`src/rtl/txq_pkg.sv`:
```
package txq_pkg;
  typedef enum logic [1:0] {
    POL_ANY  = 2'b00,
    POL_GATE = 2'b01,
    POL_RSV2 = 2'b10,
    POL_RSV3 = 2'b11
  } qpolicy_e;

  localparam int POL_LSB  = 24;
  localparam int CLR_BIT  = 31;
  localparam int RDY_BIT  = 30;
  localparam int CNT_LSB  = 16;

  // Next occupancy: dequeue only takes an existing block, enqueue only fills free room
  function automatic int unsigned occ_next(input int unsigned cur, input logic enq,
                                           input logic deq, input int unsigned cap);
    int unsigned n;
    logic take;
    take = deq && (cur != 0);
    n = cur;
    if (take) n = n - 1;
    if (enq && (n < cap)) n = n + 1;
    return n;
  endfunction

  // Ready policy: gated compares strictly above threshold, every other code needs one block
  function automatic logic ready_eval(input qpolicy_e pol, input int unsigned cnt,
                                      input int unsigned thr);
    if (pol == POL_GATE) return cnt > thr;
    return cnt != 0;
  endfunction
endpackage

```
`src/rtl/txq_occ_counter.sv`:
```
module txq_occ_counter #(
  parameter int DEPTH = 32,
  parameter int CNT_W = $clog2(DEPTH + 1)
) (
  input  logic             clk,
  input  logic             rst_n,
  input  logic             enq_i,
  input  logic             deq_i,
  output logic [CNT_W-1:0] cnt_o,
  output logic             empty_o
);
  import txq_pkg::*;

  localparam logic [CNT_W-1:0] FULL_CNT = CNT_W'(DEPTH);

  logic [CNT_W-1:0] cnt_q;
  logic [CNT_W-1:0] cnt_d;

  always_comb cnt_d = CNT_W'(occ_next(32'(cnt_q), enq_i, deq_i, 32'(DEPTH)));

  always_ff @(posedge clk) begin
    if (!rst_n) cnt_q <= '0;
    else        cnt_q <= cnt_d;
  end

  assign cnt_o   = cnt_q;
  assign empty_o = (cnt_q == '0);

  AST_CNT_BOUND: assert property (@(posedge clk) disable iff (!rst_n)
    cnt_q <= FULL_CNT);
  AST_CNT_PAIR_HOLD: assert property (@(posedge clk) disable iff (!rst_n)
    (enq_i && deq_i && cnt_q != '0) |=> cnt_q == $past(cnt_q));
  AST_CNT_EMPTY_FLOOR: assert property (@(posedge clk) disable iff (!rst_n)
    (deq_i && !enq_i && cnt_q == '0) |=> cnt_q == '0);
  AST_CNT_FULL_CEIL: assert property (@(posedge clk) disable iff (!rst_n)
    (enq_i && !deq_i && cnt_q == FULL_CNT) |=> cnt_q == FULL_CNT);
endmodule

```
`src/rtl/txq_ctrl_reg.sv`:
```
module txq_ctrl_reg #(
  parameter int THR_W = 6
) (
  input  logic              clk,
  input  logic              rst_n,
  input  logic              wr_i,
  input  logic [31:0]       wdata_i,
  output txq_pkg::qpolicy_e pol_o,
  output logic [THR_W-1:0]  thr_o,
  output logic              clr_o
);
  import txq_pkg::*;

  qpolicy_e         pol_q;
  logic [THR_W-1:0] thr_q;

  always_ff @(posedge clk) begin
    if (!rst_n) begin
      pol_q <= POL_ANY;
      thr_q <= '0;
    end else if (wr_i) begin
      pol_q <= qpolicy_e'(wdata_i[POL_LSB +: 2]);
      thr_q <= wdata_i[THR_W-1:0];
    end
  end

  assign pol_o = pol_q;
  assign thr_o = thr_q;
  assign clr_o = wr_i && wdata_i[CLR_BIT];

  AST_REG_LOAD: assert property (@(posedge clk) disable iff (!rst_n)
    wr_i |=> (pol_q == qpolicy_e'($past(wdata_i[POL_LSB +: 2]))));
  AST_REG_KEEP: assert property (@(posedge clk) disable iff (!rst_n)
    !wr_i |=> $stable(thr_q));
endmodule

```
`src/rtl/txq_underrun_det.sv`:
```
module txq_underrun_det (
  input  logic clk,
  input  logic rst_n,
  input  logic deq_i,
  input  logic busy_i,
  input  logic empty_i,
  input  logic clr_i,
  output logic ur_o
);
  logic starve;
  logic ur_q;

  assign starve = deq_i && busy_i && empty_i;

  always_ff @(posedge clk) begin
    if (!rst_n)      ur_q <= 1'b0;
    else if (starve) ur_q <= 1'b1;
    else if (clr_i)  ur_q <= 1'b0;
  end

  assign ur_o = ur_q;

  AST_UR_SET: assert property (@(posedge clk) disable iff (!rst_n)
    starve |=> ur_q);
  AST_UR_STICKY: assert property (@(posedge clk) disable iff (!rst_n)
    (ur_q && !clr_i) |=> ur_q);
  AST_UR_NO_SPURIOUS: assert property (@(posedge clk) disable iff (!rst_n)
    (!ur_q && !starve) |=> !ur_q);
endmodule

```
`src/rtl/txq_ready_gate.sv`:
```
module txq_ready_gate #(
  parameter int DEPTH = 32,
  parameter int THR_W = 6,
  localparam int CNT_W = $clog2(DEPTH + 1)
) (
  input  logic             clk,
  input  logic             rst_n,
  input  logic             blk_enq_i,
  input  logic             blk_deq_i,
  input  logic             tx_busy_i,
  input  logic             cfg_wr_i,
  input  logic [31:0]      cfg_wdata_i,
  output logic [31:0]      cfg_rdata_o,
  output logic [CNT_W-1:0] blk_count_o,
  output logic             q_ready_o,
  output logic             tx_underrun_o
);
  import txq_pkg::*;

  logic [CNT_W-1:0] cnt;
  logic             empty;
  qpolicy_e         pol;
  logic [THR_W-1:0] thr;
  logic             ur_clr;
  logic             ur;
  logic             ready;

  txq_occ_counter #(.DEPTH(DEPTH), .CNT_W(CNT_W)) u_cnt (
    .clk(clk), .rst_n(rst_n), .enq_i(blk_enq_i), .deq_i(blk_deq_i),
    .cnt_o(cnt), .empty_o(empty)
  );

  txq_ctrl_reg #(.THR_W(THR_W)) u_reg (
    .clk(clk), .rst_n(rst_n), .wr_i(cfg_wr_i), .wdata_i(cfg_wdata_i),
    .pol_o(pol), .thr_o(thr), .clr_o(ur_clr)
  );

  txq_underrun_det u_ur (
    .clk(clk), .rst_n(rst_n), .deq_i(blk_deq_i), .busy_i(tx_busy_i),
    .empty_i(empty), .clr_i(ur_clr), .ur_o(ur)
  );

  always_comb ready = ready_eval(pol, 32'(cnt), 32'(thr));

  always_comb begin
    cfg_rdata_o = '0;
    cfg_rdata_o[CLR_BIT]          = ur;
    cfg_rdata_o[RDY_BIT]          = ready;
    cfg_rdata_o[POL_LSB +: 2]     = pol;
    cfg_rdata_o[CNT_LSB +: CNT_W] = cnt;
    cfg_rdata_o[0 +: THR_W]       = thr;
  end

  assign blk_count_o   = cnt;
  assign q_ready_o     = ready;
  assign tx_underrun_o = ur;

  AST_RDY_EMPTY_LOW: assert property (@(posedge clk) disable iff (!rst_n)
    empty |-> !ready);
  AST_RDY_GATE_HOLD: assert property (@(posedge clk) disable iff (!rst_n)
    (pol == POL_GATE && 32'(cnt) <= 32'(thr)) |-> !ready);
  AST_RDY_OPEN: assert property (@(posedge clk) disable iff (!rst_n)
    (pol != POL_GATE && !empty) |-> ready);
endmodule

```
`config.mk`:
```
export PLATFORM = sky130hd
export DESIGN_NAME = txq_ready_gate
export DESIGN_NICKNAME = d
export VERILOG_FILES = /design/src/rtl/txq_pkg.sv /design/src/rtl/txq_occ_counter.sv /design/src/rtl/txq_ctrl_reg.sv /design/src/rtl/txq_underrun_det.sv /design/src/rtl/txq_ready_gate.sv
export SDC_FILE = /design/constraint.sdc
export NUM_CORES = 1
export LEC_CHECK = 0
export ABC_AREA = 1
export ABC_CLOCK_PERIOD_IN_PS = 3000
export BUFFER_PORTS_ARGS = -buffer_cell sky130_fd_sc_hd__buf_4
export CORE_MARGIN = 5
export CORE_UTILIZATION = 44
export DETAILED_ROUTE_END_ITERATION = 6
export GPL_TIMING_DRIVEN = 0
export PLACE_DENSITY = 0.84
export SYNTH_ARGS = -nofsm -noshare
export SYNTH_HDL_FRONTEND = slang
export SYNTH_SLANG_ARGS = --single-unit
```
`constraint.sdc`:
```
create_clock -name clk -period 3 [get_ports clk]
set_input_delay 0 -clock clk [delete_from_list [all_inputs] [get_ports clk]]
set_output_delay 0 -clock clk [all_outputs]
set_load 0.02 [all_outputs]
```
Word-level counts from Yosys, hierarchy flattened
Index checks and enable logic that the tools add are counted.
{ "classes": {"n_reduce_logical": 8, "magnitude_cmp": 2, "eq_ne": 1, "muxes": 7, "n_addsub": 2} }
{ "op_table": {"columns": ["operator", "count"], "rows": [
  ["32-bit by 6-bit less-than comparator with 1-bit output (second input constant)", 1],
  ["32-bit 2-to-1 mux", 1],
  ["6-bit by 1-bit subtractor with 7-bit output (second input constant)", 1],
  ["6-bit by 1-bit adder with 6-bit output (second input constant)", 1],
  ["6-bit greater-than comparator", 1],
  ["6-bit logical NOT", 1],
  ["6-bit 2-to-1 mux", 1],
  ["6-bit nonzero test", 1],
  ["1-bit logical AND", 5],
  ["1-bit 2-to-1 mux", 5],
  ["2-bit by 1-bit == test with 1-bit output (second input constant)", 1],
  ["2-bit nonzero test", 1]
]} }
{ "word_totals": {"ff_bits": 15, "out_inout_bits": 40, "word_cells": 24, "in_bits": 38} }

Depth between registers and ports, before layout
Gate-level depths: netlist (run 1).
{ "logic_depth": {"ltp_word": 6, "depth_mapped": 12, "ltp_nobuf": 12} }

By module
Synthesis (run 1) repeated with hierarchy kept, for this count alone.
{ "hier_totals": {"cells_unflattened": 197, "hier_area_um2": 1292.5} }
{ "modules_own_cells": {"columns": ["mod", "seq_area_each_um2", "area_per_inst_um2", "cells_per_inst", "instances"], "rows": [
  ["txq_occ_counter", 120.1, 499.2, 74, 1],
  ["txq_ready_gate", 0.0, 390.4, 64, 1],
  ["txq_ctrl_reg", 160.2, 357.8, 53, 1],
  ["txq_underrun_det", 20.0, 45.0, 6, 1]
]} }

Least setup slack after synthesis (run 1)
Ideal clock, no wire load.
{ "synth_path": {"kind": "register to output", "from": "reg u_reg.thr_q[5] (netlist: u_reg.thr_o[5])", "to": "out cfg_rdata_o[30]", "stages_incl_launch_ff": 10, "t_required_ns": 3.000, "t_arrival_ns": 1.826, "setup_slack_ns": 1.174, "path_buffers": 1, "cell_sequence": "dfxtp_1 > inv_1 > ha_1 > nand2_1 > nor2_1 > o21ai_0 > o211ai_1 > nand2_1 > a31oi_1 > buf_4"} }
{ "synth_via": {"elab_chain_len": 3} }
{ "synth_lines": {"columns": ["element", "line", "source"], "rows": [
  ["from (decl)", "txq_ctrl_reg.sv:15", "logic [THR_W-1:0] thr_q;"],
  ["from (signal assigned)", "txq_ctrl_reg.sv:23", "thr_q <= wdata_i[THR_W-1:0];"],
  ["6-bit greater-than comparator", "txq_pkg.sv:29", "if (pol == POL_GATE) return cnt > thr;"],
  ["1-bit 2-to-1 mux", "txq_pkg.sv:29", null],
  ["1-bit 2-to-1 mux", "txq_pkg.sv:30", "return cnt != 0;"],
  ["to (decl)", "txq_ready_gate.sv:13", "output logic [31:0] cfg_rdata_o,"]
]} }
Every way passes these cells. The select of a mux whose other input is x is not followed.

Final worst setup path (run 1)
{ "layout_path": {"from": "reg u_cnt.cnt_q[2] (netlist: u_cnt.cnt_o[2])", "to": "out cfg_rdata_o[30]"} }
{ "layout_via": {"elab_chain_len": 3, "word_cells_on_any_way": 4, "classes_between": "order compare (1); mux (2); reduce/logical (1)"} }
{ "layout_lines": {"columns": ["element", "line", "source"], "rows": [
  ["from (decl)", "txq_occ_counter.sv:16", "logic [CNT_W-1:0] cnt_q;"],
  ["from (signal assigned)", "txq_occ_counter.sv:23", "else cnt_q <= cnt_d;"],
  ["6-bit greater-than comparator", "txq_pkg.sv:29", null],
  ["1-bit 2-to-1 mux", "txq_pkg.sv:29", null],
  ["1-bit 2-to-1 mux (*)", "txq_pkg.sv:30", null]
]} }
Mark *: on every way between the ends. The rest lies on a longest branch, timed or not. The select of a mux whose other input is x is not followed.

==> flow_summary_export.csv, run 1 <==
group,metric,value,unit
pwr,combPwrFrac,0.705,
route,first_pass_iters,4,
yosys,synthXorXnorAreaFrac,0.0231,
pwr,p_switching,0.723,mW
setup_path,critPathArrivalTime,1.97,ns
yosys,synthAdderAreaFrac,0.0880,
yosys,synthMuxAreaShare,0,
floorplan,start_util,0.459,
floorplan,core_region_area,2480,sq um
setup_path,critical_path_buf_inv_count,2,
job,drv_cap,0,
timing,rsz0062_at_grt,"no",
yosys,synth_top_cell_by_area,"dfxtp_1",
cts,clkSlewWorstSetupHoldPaths,0.09,ns
cells_and_area,final_cells,253,
cells_and_area,diodes,0,
yosys,synth_compound_area_frac,0.139,
yosys,ys_seq_area_frac,0.264,
setup_path,cpMaxStageDelayCell,"dfxtp_1",
cts,cts_resized,0,
yosys,synth-seq-cells,15,
floorplan,die_y,60.8,microns
yosys,synth_top_family_by_area,"simple AND/OR/NAND/NOR gates",
setup_path,max_stage_delay,0.42,ns
grt,antenna_found_initial,0,
floorplan,dieArea,3700,sq um
pwr,p_clk_frac,0.081,
yosys,syn_avg_cell_area,7.29,sq um
route,drt-wirelength-per-cell,10.5,microns
cts,numCtsBuffers,3,
cells_and_area,final_nets,270,
yosys,yosys.area_share.simple,0.255,
timing,whs,-0.00459,ns
status,violations,"negative hold slack",
setup_path,crit_family,"flip-flops",
route,vias_per_cell,4.41,
grt,grt_usage,0.166,
cts,post_cts_buffers,0,
timing,setup_tns,0,ns
route,routed_wl,2650,microns
setup_path,cp-end-kind,"output port",
cts,clock_latency,0.29,ns
grt,overflow,0,
yosys,synth_flop_cell,"dfxtp_1",
grt,grt_pass1_vias,1113,
cells_and_area,multi_input_area,634,sq um
placed_design,gp_congestion,0.822,
route,postRouteAntennaNets,0,
cts,clockRootBuffer,"clkbuf_4",
yosys,synth_edf_count,0,
pwr,power.leakage,0.863,nW
yosys,synth_area,1140,sq um
setup_path,crit_fanout,7,
yosys,ys_top_cells_by_count,"24 x buf_4, 21 x nand2_1, 18 x inv_1",
timing,setup_viol,0,
cts,clkSinkCount,15,
setup_path,critPathKind,"register to output port",
hold_path,hold_path_class,"input port to register",
pwr,p_int,0.741,mW
yosys,synth_most_common_cell,"buf_4",
yosys,synthArstFlopShare,0,
floorplan,fp.dieW,60.8,microns
timing,fin_crit,1.97,ns
cells_and_area,fillers,229,
placed_design,io_buffers,38,
yosys,synth_top_area_share,0.264,
yosys,ys_warn_count,0,
timing,finalHoldViolations,1,
grt,grt_max_degree,11,
timing,slew_violations,0,
route,drtIter0Drc,23,
cells_and_area,drive_above_1_share,0.359,
cts,htreeDepth,1,
yosys,synth_cells,156,
placed_design,place_inst,239,
floorplan,rows,18,
cts,cts_hold_buf,10,
pwr,switching_share,0.494,
route,drc,0,
timing,fmax,508,MHz
pwr,seqPwrFrac,0.214,
setup_path,start_kind,"register",
cts,clock_path_buffers,2,
setup_path,cp.required,3.00,ns
timing,period_share,0.657,
pwr,max-vdd-ir-drop,545,uV
floorplan,ioPinCount,78,
cells_and_area,syn_to_final_growth,44.4,%
cells_and_area,utilization,0.663,
timing,finClkSkew,0.000212,ns
setup_path,crit_chain,"ha_1 -> nand2_1 -> nor2_1 -> o21ai_0 -> o211ai_1 -> nand2_1 -> a31oi_1 -> buf_4 -> buf_4",
cells_and_area,seq_area,300,sq um
yosys,ys_types,27,
pwr,power.density,891,nW/um^2
status,status,"complete, but fails checks",
yosys,synth_area_leaders,"dfxtp_1 26%, buf_4 16%, ha_1 8.8%",
cts,cts_tree,"yes",
placed_design,dpl.hpwl,2020,microns
route,num_vias,1115,
grt,grt_pass1_wl,4620,microns
[worst register-to-register path: cells and delay by family, from the launching register on]
family | cells | cell delay [ns]
fa+ha+maj | 1 | 0.24
buf+inv | 1 | 0.11
flops | 1 | 0.48
simple gates | 8 | 0.81
[power by group through the flow]
| stage | logic, mW | registers, mW | clock network [mW] |
|---|---|---|---|
| 3_3_place_gp | 0.997 | 0.318 | 0 |
| 6_report | 1.03 | 0.314 | 0.118 |
| 2_1_floorplan | 0.707 | 0.357 | 0 |
| 5_1_grt | 1.16 | 0.323 | 0.126 |
| 3_5_place_dp | 1.01 | 0.319 | 0 |
| 4_1_cts | 1.03 | 0.315 | 0.121 |
[cell usage in the layout, fill, tap and decap left out]
cell type       n
o211ai_1        1
buf_4          62
nor2_4          3
nand3b_1        1
dlygate4sd3_1  10
conb_1         16
dfxtp_1        15
nand3_4         1
inv_2           1
ha_1            8
nor2_1         10
o21ai_2         1
a31oi_1         1
and2_1          1
o21ai_1         2
clkbuf_1        3
clkbuf_4        3
xor2_1          2
nand2_2         5
nand3_2         1
o21ai_0        11
nand2_1        21
nor2_2          2
nand3_1         5
a21oi_1        14
inv_1          18
nand4_1         3
nand2_4         1
xnor2_1         1
[per-stage QoR]
step | worst slack (ns) | power (mW) | instance area, sq um
after global placement | 1.34 | 1.32 | 1520
after floorplan | 1.17 | 1.06 | 1190
after CTS | 1.05 | 1.47 | 1640
after detailed placement | 1.30 | 1.33 | 1520
final | 1.03 | 1.46 | 1640
after global routing | 0.827 | 1.61 | 1640
[sequential cells by signal (all words and copies together), names as in the netlist]
signal       flops
u_cnt.cnt_o      6
u_reg.pol_o      2
u_reg.thr_o      6
u_ur.ur_o        1
[routing by layer]
metal	GRT usage	up-vias	routed length, microns
met4	0.0650	0	51
li1	-	601	-
met5	0	-	0
met1	0.196	471	1100
met3	0.0426	5	217
met2	0.285	38	1280
[cell type report]
type                       instances  area share
multi-input combinational        111       0.386
tap                               30      0.0228
inverter                          19      0.0434
buffer                            26       0.114
clock buffer                       4      0.0160
sequential                        15       0.183
timing repair buffer              48       0.235
[kinds of logic after synthesis]
family                   Yosys count
buffers and inverters             45
AO/OA/AOI/OAI                     30
XOR/XNOR                           3
other                              1
flip-flops                        15
adder cells (fa/ha/maj)            8
AND/OR/NAND/NOR                   54
[final timing paths]
| kind | from | end | slack [ns] | cells after the start |
|---|---|---|---|---|
| max | u_cnt.cnt_o[2] | cfg_rdata_o[30] | 1.03 | 9 |
| min | tx_busy_i | u_ur.ur_o | -0.005 | 3 |
| max reg2reg | u_cnt.cnt_o[1] | u_cnt.cnt_o[4] | 1.26 | 10 |
| min reg2reg | u_reg.thr_o[4] | u_reg.thr_o[4] | 0.49 | 2 |
No activity file was read; power rests on OpenSTA's default activity.
==> inputs of run 2 (changes only) <==
- ABC_CLOCK_PERIOD_IN_PS: 3000 -> 2000
- CORE_UTILIZATION: 44 -> 41
- PLACE_DENSITY: 0.84 -> 0.79
- clock period: 3 -> 2 ns (I/O delays scaled with it)
==> run 2 against run 1 <==
Compared with the run above: the run now ends clean; hold slack improved by 0.022 ns; power increased by 54%; die area increased by 6.1%; clock skew about the same; clock-buffer cell count unchanged; wire length increased by 7.2%; register-to-register slack got worse by 0.95 ns; cell count increased by 1.6%; combinational power increased by 54%; sequential share of layout area increased by 0.11 points; via count increased by 1.9%; critical path type unchanged.
==> flow_summary_export.csv, run 2 (synthesized netlist as in run 1, its figures left out) <==
group,metric,value,unit
floorplan,start_util,0.420,
grt,grt_max_degree,11,
grt,antenna_found_initial,0,
setup_path,crit_chain,"ha_1 -> nand2_1 -> nor2_2 -> o21ai_0 -> o211ai_1 -> nand2_1 -> a31oi_2 -> buf_4 -> buf_4",
cts,htreeDepth,1,
job,drv_cap,0,
setup_path,critPathArrivalTime,1.88,ns
setup_path,critical_path_buf_inv_count,2,
setup_path,start_kind,"register",
setup_path,cp.required,2.00,ns
placed_design,dpl.hpwl,2140,microns
cts,clock_latency,0.29,ns
route,first_pass_iters,4,
route,num_vias,1136,
timing,whs,0.0173,ns
floorplan,rows,19,
timing,rsz0062_at_grt,"no",
route,drc,0,
pwr,p_total,2.25,mW
floorplan,die_y,62.7,microns
setup_path,crit_fanout,5,
route,routed_wl,2840,microns
placed_design,gp_congestion,0.824,
timing,period_share,0.939,
cts,post_cts_buffers,0,
timing,finalHoldViolations,0,
cells_and_area,drive_above_1_share,0.394,
pwr,power.density,1330,nW/um^2
cells_and_area,syn_to_final_growth,49.0,%
cts,numCtsBuffers,3,
floorplan,dieArea,3930,sq um
route,vias_per_cell,4.42,
floorplan,fp.dieW,62.7,microns
pwr,power.leakage,0.878,nW
cells_and_area,final_nets,273,
grt,grt_usage,0.140,
setup_path,cpMaxStageDelayCell,"dfxtp_2",
hold_path,hold_path_class,"input port to register",
cts,clock_path_buffers,2,
timing,fin_crit,1.88,ns
timing,fmax,532,MHz
setup_path,cp-end-kind,"output port",
timing,slew_violations,0,
cells_and_area,final_cell_mix,"62 x buf_4, 21 x nand2_1, 18 x inv_1",
setup_path,r2r_setup_slack,0.31,ns
floorplan,ioPinCount,78,
pwr,seqPwrFrac,0.215,
setup_path,critPathKind,"register to output port",
pwr,max-vdd-ir-drop,862,uV
setup_path,crit_family,"compound AO/OA/AOI/OAI gates",
route,drt-wirelength-per-cell,11.1,microns
status,status,"finished clean",
cts,clkSinkCount,15,
placed_design,dpl_worst_slack,0.302,ns
timing,setup_tns,0,ns
grt,grt_pass1_vias,1099,
setup_path,max_stage_delay,0.37,ns
route,drtIter0Drc,21,
cells_and_area,final_cells,257,
pwr,combPwrFrac,0.705,
pwr,p_int,1.14,mW
timing,setup_viol,0,
grt,overflow,0,
cts,clkSlewWorstSetupHoldPaths,0.09,ns
cts,clockRootBuffer,"clkbuf_4",
grt,grt_pass1_wl,4550,microns
placed_design,io_buffers,38,
pwr,switching_share,0.494,
placed_design,place_inst,240,
pwr,p_clk_frac,0.081,
floorplan,core_region_area,2710,sq um
timing,finClkSkew,0.000372,ns
cells_and_area,diodes,0,
cells_and_area,final_common_cell,"buf_4",
pwr,p_switching,1.11,mW
timing,fin_ws,0.121,ns
cts,cts_tree,"yes",
route,postRouteAntennaNets,0,
==> run 2: changes by cell type in the layout (fill, tap and decap cells not counted) <==
| cell | delta |
|---|---|
| dlygate4sd3_1 | +3 |
| nor2_1 | -1 |
| nor2_2 | +1 |
| dfxtp_1 | -7 |
| dfxtp_2 | +6 |
| a31oi_1 | -1 |
| dfxtp_4 | +1 |
| a31oi_2 | +1 |
==> run 2: cell type report <==
type / instances / area, sq um
Clock buffer: 4 / 26.3
Buffer: 26 / 188
Fill cell: 251 / 1020
Inverter: 19 / 71.3
Multi-Input combinational cell: 111 / 643
Sequential cell: 15 / 312
Tap cell: 31 / 38.8
Timing Repair Buffer: 51 / 415
==> run 2: tightest hold or removal path: stages <==
cell and delay (ns):
buf_4 0.08, o21ai_0 0.08, a21oi_1 0.12
==> run 2: final timing paths <==
path	depth (start not counted)	endpoint	from
worst min-delay path	3	u_reg.pol_o[1]	cfg_wdata_i[25]
worst max register to register	10	u_cnt.cnt_o[4]	u_cnt.cnt_o[0]
worst min register to register	2	u_reg.thr_o[2]	u_reg.thr_o[2]
worst max-delay path	9	cfg_rdata_o[30]	u_cnt.cnt_o[3]
==> run 2: power by group through the flow <==
stage / combinational, mW / clock [mW] / sequential, mW
after global placement: 1.50 / 0 / 0.479
after CTS: 1.57 / 0.188 / 0.475
after global routing: 1.74 / 0.193 / 0.496
final: 1.59 / 0.182 / 0.483
after floorplan: 1.06 / 0 / 0.535
after detailed placement: 1.54 / 0 / 0.481
==> run 2: timing repair <==
action	4_1_cts	5_1_grt
endpoints found under the hold margin	9	0
endpoints found under the setup margin	0	2
hold buffers	13	0
resized for setup	0	10
==> run 2: through the flow <==
stage / area, sq um / utilization
6_report: 1690 / 0.625
5_1_grt: 1690 / 0.625
4_1_cts: 1670 / 0.618
3_5_place_dp: 1520 / 0.560
3_3_place_gp: 1520 / 0.560
2_1_floorplan: 1190 / -
==> run 2: metal layers <==
metal | vias to the layer above | share of wire | global-route usage
li1 | 605 | - | -
met1 | 491 | 0.44 | 0.163
met2 | 35 | 0.49 | 0.242
met3 | 5 | 0.048 | 0.0252
met4 | 0 | 0.021 | 0.0716
met5 | - | 0 | 0
